## config.mk

```make
export PLATFORM = sky130hd
export DESIGN_NAME = cart_bank_ctrl
export DESIGN_NICKNAME = d
export VERILOG_FILES = /design/src/rtl/cart_bank_pkg.sv /design/src/rtl/cart_wr_decode.sv /design/src/rtl/cart_bank_regs.sv /design/src/rtl/cart_rom_wrap.sv /design/src/rtl/cart_bank_ctrl.sv
export SDC_FILE = /design/constraint.sdc
export NUM_CORES = 1
export LEC_CHECK = 0
export ABC_AREA = 1
export ABC_CLOCK_PERIOD_IN_PS = 1000
export CAP_MARGIN = 20
export CORE_UTILIZATION = 32
export DETAILED_ROUTE_END_ITERATION = 10
export HOLD_SLACK_MARGIN = 0.02
export PLACE_DENSITY_LB_ADDON = 0.1
export SYNTH_ARGS = -nofsm -noshare
export SYNTH_HDL_FRONTEND = slang
export SYNTH_SLANG_ARGS = --single-unit
```

## constraint.sdc

```tcl
create_clock -name clk -period 1 [get_ports clk]
set_clock_uncertainty 0.2 [all_clocks]
set_input_delay 0.2 -clock clk [delete_from_list [all_inputs] [get_ports clk]]
set_output_delay 0.2 -clock clk [all_outputs]
set_load 0.005 [all_outputs]
```

## src/rtl/cart_bank_pkg.sv

```systemverilog
package cart_bank_pkg;
    localparam int ADDR_W     = 16;
    localparam int DATA_W     = 8;
    localparam int REGION_W   = 3;
    localparam int LOW_W      = 5;
    localparam int HIGH_W     = 2;
    localparam int ROM_BANK_W = LOW_W + HIGH_W;
    localparam int RAM_BANK_W = HIGH_W;
    localparam int SIZE_W     = 4;

    typedef enum logic [1:0] {
        RGN_RAM_GATE = 2'd0,
        RGN_ROM_LOW  = 2'd1,
        RGN_SHARED   = 2'd2,
        RGN_MODE     = 2'd3
    } region_e;

    typedef struct packed {
        logic                  ram_on;
        logic                  mode;
        logic [LOW_W-1:0]      low;
        logic [HIGH_W-1:0]     high;
        logic [RAM_BANK_W-1:0] ram_sel;
    } bank_state_t;
endpackage

```

## src/rtl/cart_wr_decode.sv

```systemverilog
module cart_wr_decode
    import cart_bank_pkg::*;
(
    input  logic                wr_en,
    input  logic [REGION_W-1:0] top_bits,
    output logic                hit,
    output region_e             region
);
    // Only the lower half of the address space holds control regions
    assign hit    = wr_en && !top_bits[REGION_W-1];
    assign region = region_e'(top_bits[1:0]);
endmodule

```

## src/rtl/cart_bank_regs.sv

```systemverilog
module cart_bank_regs
    import cart_bank_pkg::*;
#(
    parameter logic [DATA_W-1:0] ENABLE_KEY  = 8'h0A,
    parameter logic [DATA_W-1:0] DISABLE_KEY = 8'h00
) (
    input  logic              clk,
    input  logic              rst_n,
    input  logic              hit,
    input  region_e           region,
    input  logic [DATA_W-1:0] wdata,
    output bank_state_t       state_q
);
    localparam bank_state_t RESET_STATE = '{
        ram_on:  1'b0,
        mode:    1'b0,
        low:     LOW_W'(1),
        high:    '0,
        ram_sel: '0
    };

    bank_state_t      state_d;
    logic [LOW_W-1:0] low_field;

    assign low_field = wdata[LOW_W-1:0];

    always_comb begin
        state_d = state_q;
        if (hit) begin
            unique case (region)
                RGN_RAM_GATE: begin
                    if (wdata == ENABLE_KEY)       state_d.ram_on = 1'b1;
                    else if (wdata == DISABLE_KEY) state_d.ram_on = 1'b0;
                end
                RGN_ROM_LOW: begin
                    state_d.low = (low_field == '0) ? LOW_W'(1) : low_field;
                end
                RGN_SHARED: begin
                    if (state_q.mode) state_d.ram_sel = wdata[RAM_BANK_W-1:0];
                    else              state_d.high    = wdata[HIGH_W-1:0];
                end
                RGN_MODE: begin
                    state_d.mode = wdata[0];
                    if (wdata[0]) state_d.high    = '0;
                    else          state_d.ram_sel = '0;
                end
                default: ;
            endcase
        end
    end

    always_ff @(posedge clk or negedge rst_n) begin
        if (!rst_n) state_q <= RESET_STATE;
        else        state_q <= state_d;
    end
endmodule

```

## src/rtl/cart_rom_wrap.sv

```systemverilog
module cart_rom_wrap #(
    parameter int BANK_W = 7,
    parameter int SIZE_W = 4
) (
    input  logic [BANK_W-1:0] raw_bank,
    input  logic [SIZE_W-1:0] size_log2,
    output logic [BANK_W-1:0] bank
);
    logic [BANK_W-1:0] mask;

    // Bit i survives when the ROM holds more than 2^i banks
    for (genvar i = 0; i < BANK_W; i++) begin : g_mask
        assign mask[i] = (size_log2 > SIZE_W'(i));
    end

    assign bank = raw_bank & mask;
endmodule

```

## src/rtl/cart_bank_ctrl.sv

```systemverilog
module cart_bank_ctrl
    import cart_bank_pkg::*;
(
    input  logic                  clk,
    input  logic                  rst_n,
    input  logic                  wr_en,
    input  logic [ADDR_W-1:0]     addr,
    input  logic [DATA_W-1:0]     wdata,
    input  logic [SIZE_W-1:0]     rom_size_log2,
    output logic [ROM_BANK_W-1:0] rom_bank,
    output logic [RAM_BANK_W-1:0] ram_bank,
    output logic                  ram_en
);
    logic                  hit;
    region_e               region;
    bank_state_t           state_q;
    logic [ROM_BANK_W-1:0] raw_bank;
    logic                  mode_q;
    logic                  unused_addr;

    assign unused_addr = ^addr[ADDR_W-REGION_W-1:0];

    cart_wr_decode u_decode (
        .wr_en    (wr_en),
        .top_bits (addr[ADDR_W-1 -: REGION_W]),
        .hit      (hit),
        .region   (region)
    );

    cart_bank_regs u_regs (
        .clk     (clk),
        .rst_n   (rst_n),
        .hit     (hit),
        .region  (region),
        .wdata   (wdata),
        .state_q (state_q)
    );

    assign raw_bank = {state_q.high, state_q.low};
    assign mode_q   = state_q.mode;

    cart_rom_wrap #(
        .BANK_W (ROM_BANK_W),
        .SIZE_W (SIZE_W)
    ) u_wrap (
        .raw_bank  (raw_bank),
        .size_log2 (rom_size_log2),
        .bank      (rom_bank)
    );

    assign ram_bank = state_q.ram_sel;
    assign ram_en   = state_q.ram_on;
endmodule

```

**Word-level counts from Yosys, hierarchy flattened**

Index checks and enable logic that the tools add are counted.

- Bits in latches: 0
- Register bits: 11
- Memory bits (writable): 0
- Memory bits (read-only): 0
- Input bits: 31
- Memories kept: 0
- Output and inout port bits: 10

- Shifts and indexed selects: 0
- Reduce and logical (&&, ||, !) cells: 12
- Multiply operators: 0
- Mux-type cells: 8
- Divide/modulo/power cells: 0
- Bitwise gates (word level): 1
- Add/subtract/negate cells: 0
- Equal/unequal tests: 8
- $lt $le $gt $ge: 7

Operators by type and width:

| kind | count |
|---|---|
| > comparator 4 x 3 -> 1 bit (second input constant) | 3 |
| == test 8 x 4 -> 1 bit (second input constant) | 1 |
| > comparator 4 x 1 -> 1 bit (second input constant) | 2 |
| > comparator 4 x 2 -> 1 bit (second input constant) | 2 |
| zero test 8 bit | 1 |
| 2-to-1 mux 2 bit | 4 |
| case mux 4 bit (2 select lines) | 1 |
| AND reduction 4 bit | 2 |
| bitwise AND 7 bit | 1 |
| inequality test 2 bit (second input constant) | 3 |
| zero test 5 bit | 1 |
| 2-to-1 mux 5 bit | 1 |
| == test 2 bit (second input constant) | 2 |
| AND reduction 2 bit | 2 |
| nonzero test 2 bit | 2 |
| AND reduction 3 bit | 1 |
| == test 2 x 1 -> 1 bit (second input constant) | 1 |
| zero test 2 bit | 1 |
| 2-to-1 mux 1 bit | 2 |
| inequality test 2 x 1 -> 1 bit (second input constant) | 1 |
| logical AND 1 bit | 1 |
| zero test 1 bit | 1 |

**Logic depth before layout (Yosys ltp)**

- Depth after elaboration: 3
- Depth in mapped cells: 7

**Cells and area by module**

A second synthesis with hierarchy kept.

- Cells, all modules: 92
- Area, all modules: 661.9 um^2

By module, submodules not included:

| module | instances | area an instance (um^2) | sequential area each (um^2) | cells an instance |
|---|---|---|---|---|
| cart_bank_regs | 1 | 538.0 | 276.5 | 67 |
| cart_rom_wrap | 1 | 98.8 | 0.0 | 21 |
| cart_wr_decode | 1 | 25.0 | 0.0 | 4 |

**Least setup slack after synthesis**

Ideal clock, no wire load.

- Path type: reg-to-output
- From: reg, netlist name u_regs.state_q[4]
- To: out rom_bank[0]
- Cell stages (with the launch flop): 3
- Buffers on the path: 0
- Arrival: 661 ps
- Slack: -61 ps
- Cells stage by stage: dfstp_2 inv_1 a21oi_1

- Word-level cells in the longest chain between the ends: 1

Ends and longest elaborated chain:

| element | RTL line | text |
|---|---|---|
| bitwise AND 7 bit | cart_rom_wrap.sv:16 | `assign bank = raw_bank & mask;` |
| end, declared | cart_bank_ctrl.sv:10 | `output logic [ROM_BANK_W-1:0] rom_bank,` |

Every way passes these cells.

**Final worst setup path**

- From: reg, netlist name u_regs.state_q[4]
- To: out rom_bank[0]

- Word-level cells in the longest chain between the ends: 1

Ends and longest elaborated chain:

| element | RTL line |
|---|---|
| bitwise AND 7 bit | cart_rom_wrap.sv:16 |

Every way passes these cells.

==> impl_metrics.tcl <==
set metrics [dict create \
    fin_ws_ps -440 \
    crit_path_top_delay_cell "dfstp_2" \
    synth_fp_nets 126 \
    crit_path_end_kind "primary output" \
    dieArea_mm2 0.00231 \
    tightest_slew_ps 202 \
    min_period_over_period 1.44 \
    period_minus_slack_ps 1440 \
    place_inst 160 \
    drive_gt1_frac 0.555 \
    nNetsFinal 178 \
    syn_avg_cell_area_um2 7.15 \
    grt_pass1_vias 700 \
    drtIter0Drc 10 \
    maxSlewHeadroom 0.864 \
    cts_hold_buf 0 \
    top_register "u_regs.state_q" \
    violations "setup timing" \
    yosys.cell_types.count 21 \
    wl_mm 1.82 \
    ios 41 \
    cts_max_level 1 \
    synthTopCellsByArea "dfrtp_1, nand2_1, inv_1" \
    grt_util_met2 0.300 \
    num_vias 756 \
    total_power_mw 1.47 \
    core_area_mm2 0.00198 \
    met3_usage 0.0377 \
    cts_sinks 11 \
    antennaDiodeCount 0 \
    fp.dieH_um 48.1 \
    syn_inst 95 \
    maxClockFrequency_mhz 694 \
    outcome "finished with violations" \
    antenna_found_initial 0 \
    vias_per_cell 4.37 \
    p_leak_nw 0.614 \
    synth_warnings 0 \
    grt_overflow 0 \
    timing.final.max_slew_violations 0 \
    gr-usage-met1 0.196 \
    cts.path.max_buffers 2 \
    die_w_um 48.1 \
    fillers 201 \
    clk_pin_slew_ps 80 \
    rows 16 \
    synth_top_area_frac 0.368 \
    arrival_ps 1040 \
    ir_drop_mv 0.662 \
    drc 0 \
    drt_pre_antenna_iters 3 \
    gr-usage-all-layers 0.176 \
    finalNonFillerCells 173 \
    cp-start-kind "register" \
    hpwl_mm 1.23 \
    criticalPathCategory "reg -> out" \
    cts_root_buf "clkbuf_4" \
    start_util 0.343 \
    powerDensity_mw_per_mm2 1240 \
    drv_cap 0 \
    grt_max_degree 12 \
    largest_reg_flops 11 \
    synthesis.area_um2 679 \
    gp_congestion 0.667 \
    path_cells "inv_2, a21oi_2, buf_2" \
    grt_busiest_layer "met2" \
    synth_top_area_cell "dfrtp_1" \
    ys_ff_latch 11 \
    clk_latency_ps 270 \
    syn_to_final_growth_pct 74.2 \
    cts_made_buffers 3 \
    cts_tree "yes" \
    hold_path_class "in -> async" \
    io_buffers 27 \
    rsz0062_at_grt "true" \
    routedWlPerCell_um 10.5 \
    worstPathMaxFanout 2 \
    grt_pass1_wl_mm 2.75 \
    reg_top3 "u_regs.state_q (11)" \
    ant_nets 0 \
    finalHoldViolations 0 \
    seq_area_frac_synth 0.407 \
    cp.required_ps 600 \
    setup_viol 15 \
    critPathMaxStageDelay_ps 530 \
]
## synthesized netlist by cell type (all sizes together)
master  count
dfstp       1
nand2      29
dfrtp      10
a211oi      2
nand4       1
nor3        1
clkinv      1
inv        19
buf         2
nand3       5
a21oi       1
nor2       11
a21boi      3
o21ai       9
## per-layer routing
layer / part of all wire / wire length (µm)
met4: 0.024 / 44
met2: 0.48 / 884
met5: 0 / 0
met3: 0.052 / 94
met1: 0.44 / 799
## area by class of cell
| class | instances | area [µm²] | area share |
|---|---|---|---|
| clock buffers | 4 | 26.3 | 0.0222 |
| inverters | 20 | 77.6 | 0.0655 |
| multi-input cells | 63 | 409 | 0.346 |
| flip-flops and latches | 11 | 277 | 0.234 |
| well taps | 27 | 33.8 | 0.0285 |
| repair buffers | 48 | 360 | 0.304 |
## power by group
group	switching [mW]	leakage [nW]	internal [mW]
combinational	0.252	0.461	0.326
sequential	0.0393	0.138	0.532
clock	0.168	0.0150	0.155
## critical path, delay by kind of cell (launching register included)
kind,cells,cell delay [ps]
flip-flops,1,530
AO/OA/AOI/OAI,1,80
buffers and inverters,2,150
## cell usage in the layout (no fill, tap or decap), types with 2 or more instances in the layout
| cell | n |
|---|---|
| clkbuf_4 | 3 |
| nand3_4 | 2 |
| inv_1 | 6 |
| nand2_1 | 19 |
| nor2_1 | 2 |
| dfrtp_1 | 10 |
| nand3_1 | 4 |
| nand2_2 | 10 |
| nor2_4 | 4 |
| o21ai_1 | 7 |
| nor2_2 | 5 |
| a21boi_2 | 2 |
| buf_6 | 2 |
| a211oi_2 | 2 |
| clkbuf_2 | 5 |
| dlygate4sd2_1 | 10 |
| buf_2 | 10 |
| buf_4 | 18 |
| inv_2 | 12 |
## path summary, 6_finish.rpt
check                                   start                 end  slack (ps)  cells past startpoint
setup / recovery            u_regs.state_q[4]         rom_bank[0]        -440                      3
hold / removal                          rst_n   u_regs.state_q[5]          40                      2
setup reg to reg            u_regs.state_q[4]   u_regs.state_q[4]        -190                      6
hold reg to reg            u_regs.state_q[10]  u_regs.state_q[10]         270                      2
max in group asynchronous               rst_n   u_regs.state_q[4]         360                      2
min in group clk                     wdata[0]   u_regs.state_q[1]          90                      4
## metrics by stage
| step | utilization | area, µm² | setup WS (ps) | TNS (ps) | hold WS (ps) |
|---|---|---|---|---|---|
| 2_1_floorplan | - | 683 | -33.9 | -55.4 | -296 |
| 3_5_place_dp | 0.546 | 1080 | -958 | -12900 | 264 |
| 6_report | 0.597 | 1180 | -440 | -3230 | 44.8 |
| 5_1_grt | 0.597 | 1180 | -462 | -3920 | 59.7 |
| 4_1_cts | 0.566 | 1120 | -434 | -3330 | 59.2 |
| 3_3_place_gp | 0.546 | 1080 | -919 | -12440 | 257 |
## logic make-up (layout without fill, tap and decap cells)
| kind of cell | after synthesis | after routing | share of synthesized area |
|---|---|---|---|
| buf+inv | 22 | 72 | 0.133 |
| simple gates | 47 | 48 | 0.315 |
| compound gates | 15 | 15 | 0.145 |
| flops | 11 | 11 | 0.407 |
## what timing repair did
| item | CTS | global route |
|---|---|---|
| setup endpoints to repair | 21 | 21 |
| gates resized for setup | 78 | 25 |
| cloned | 0 | 1 |
| buffers inserted | 5 | 5 |
| pin swaps | 14 | 6 |
Note: power is estimated with default switching activity, not from simulation.
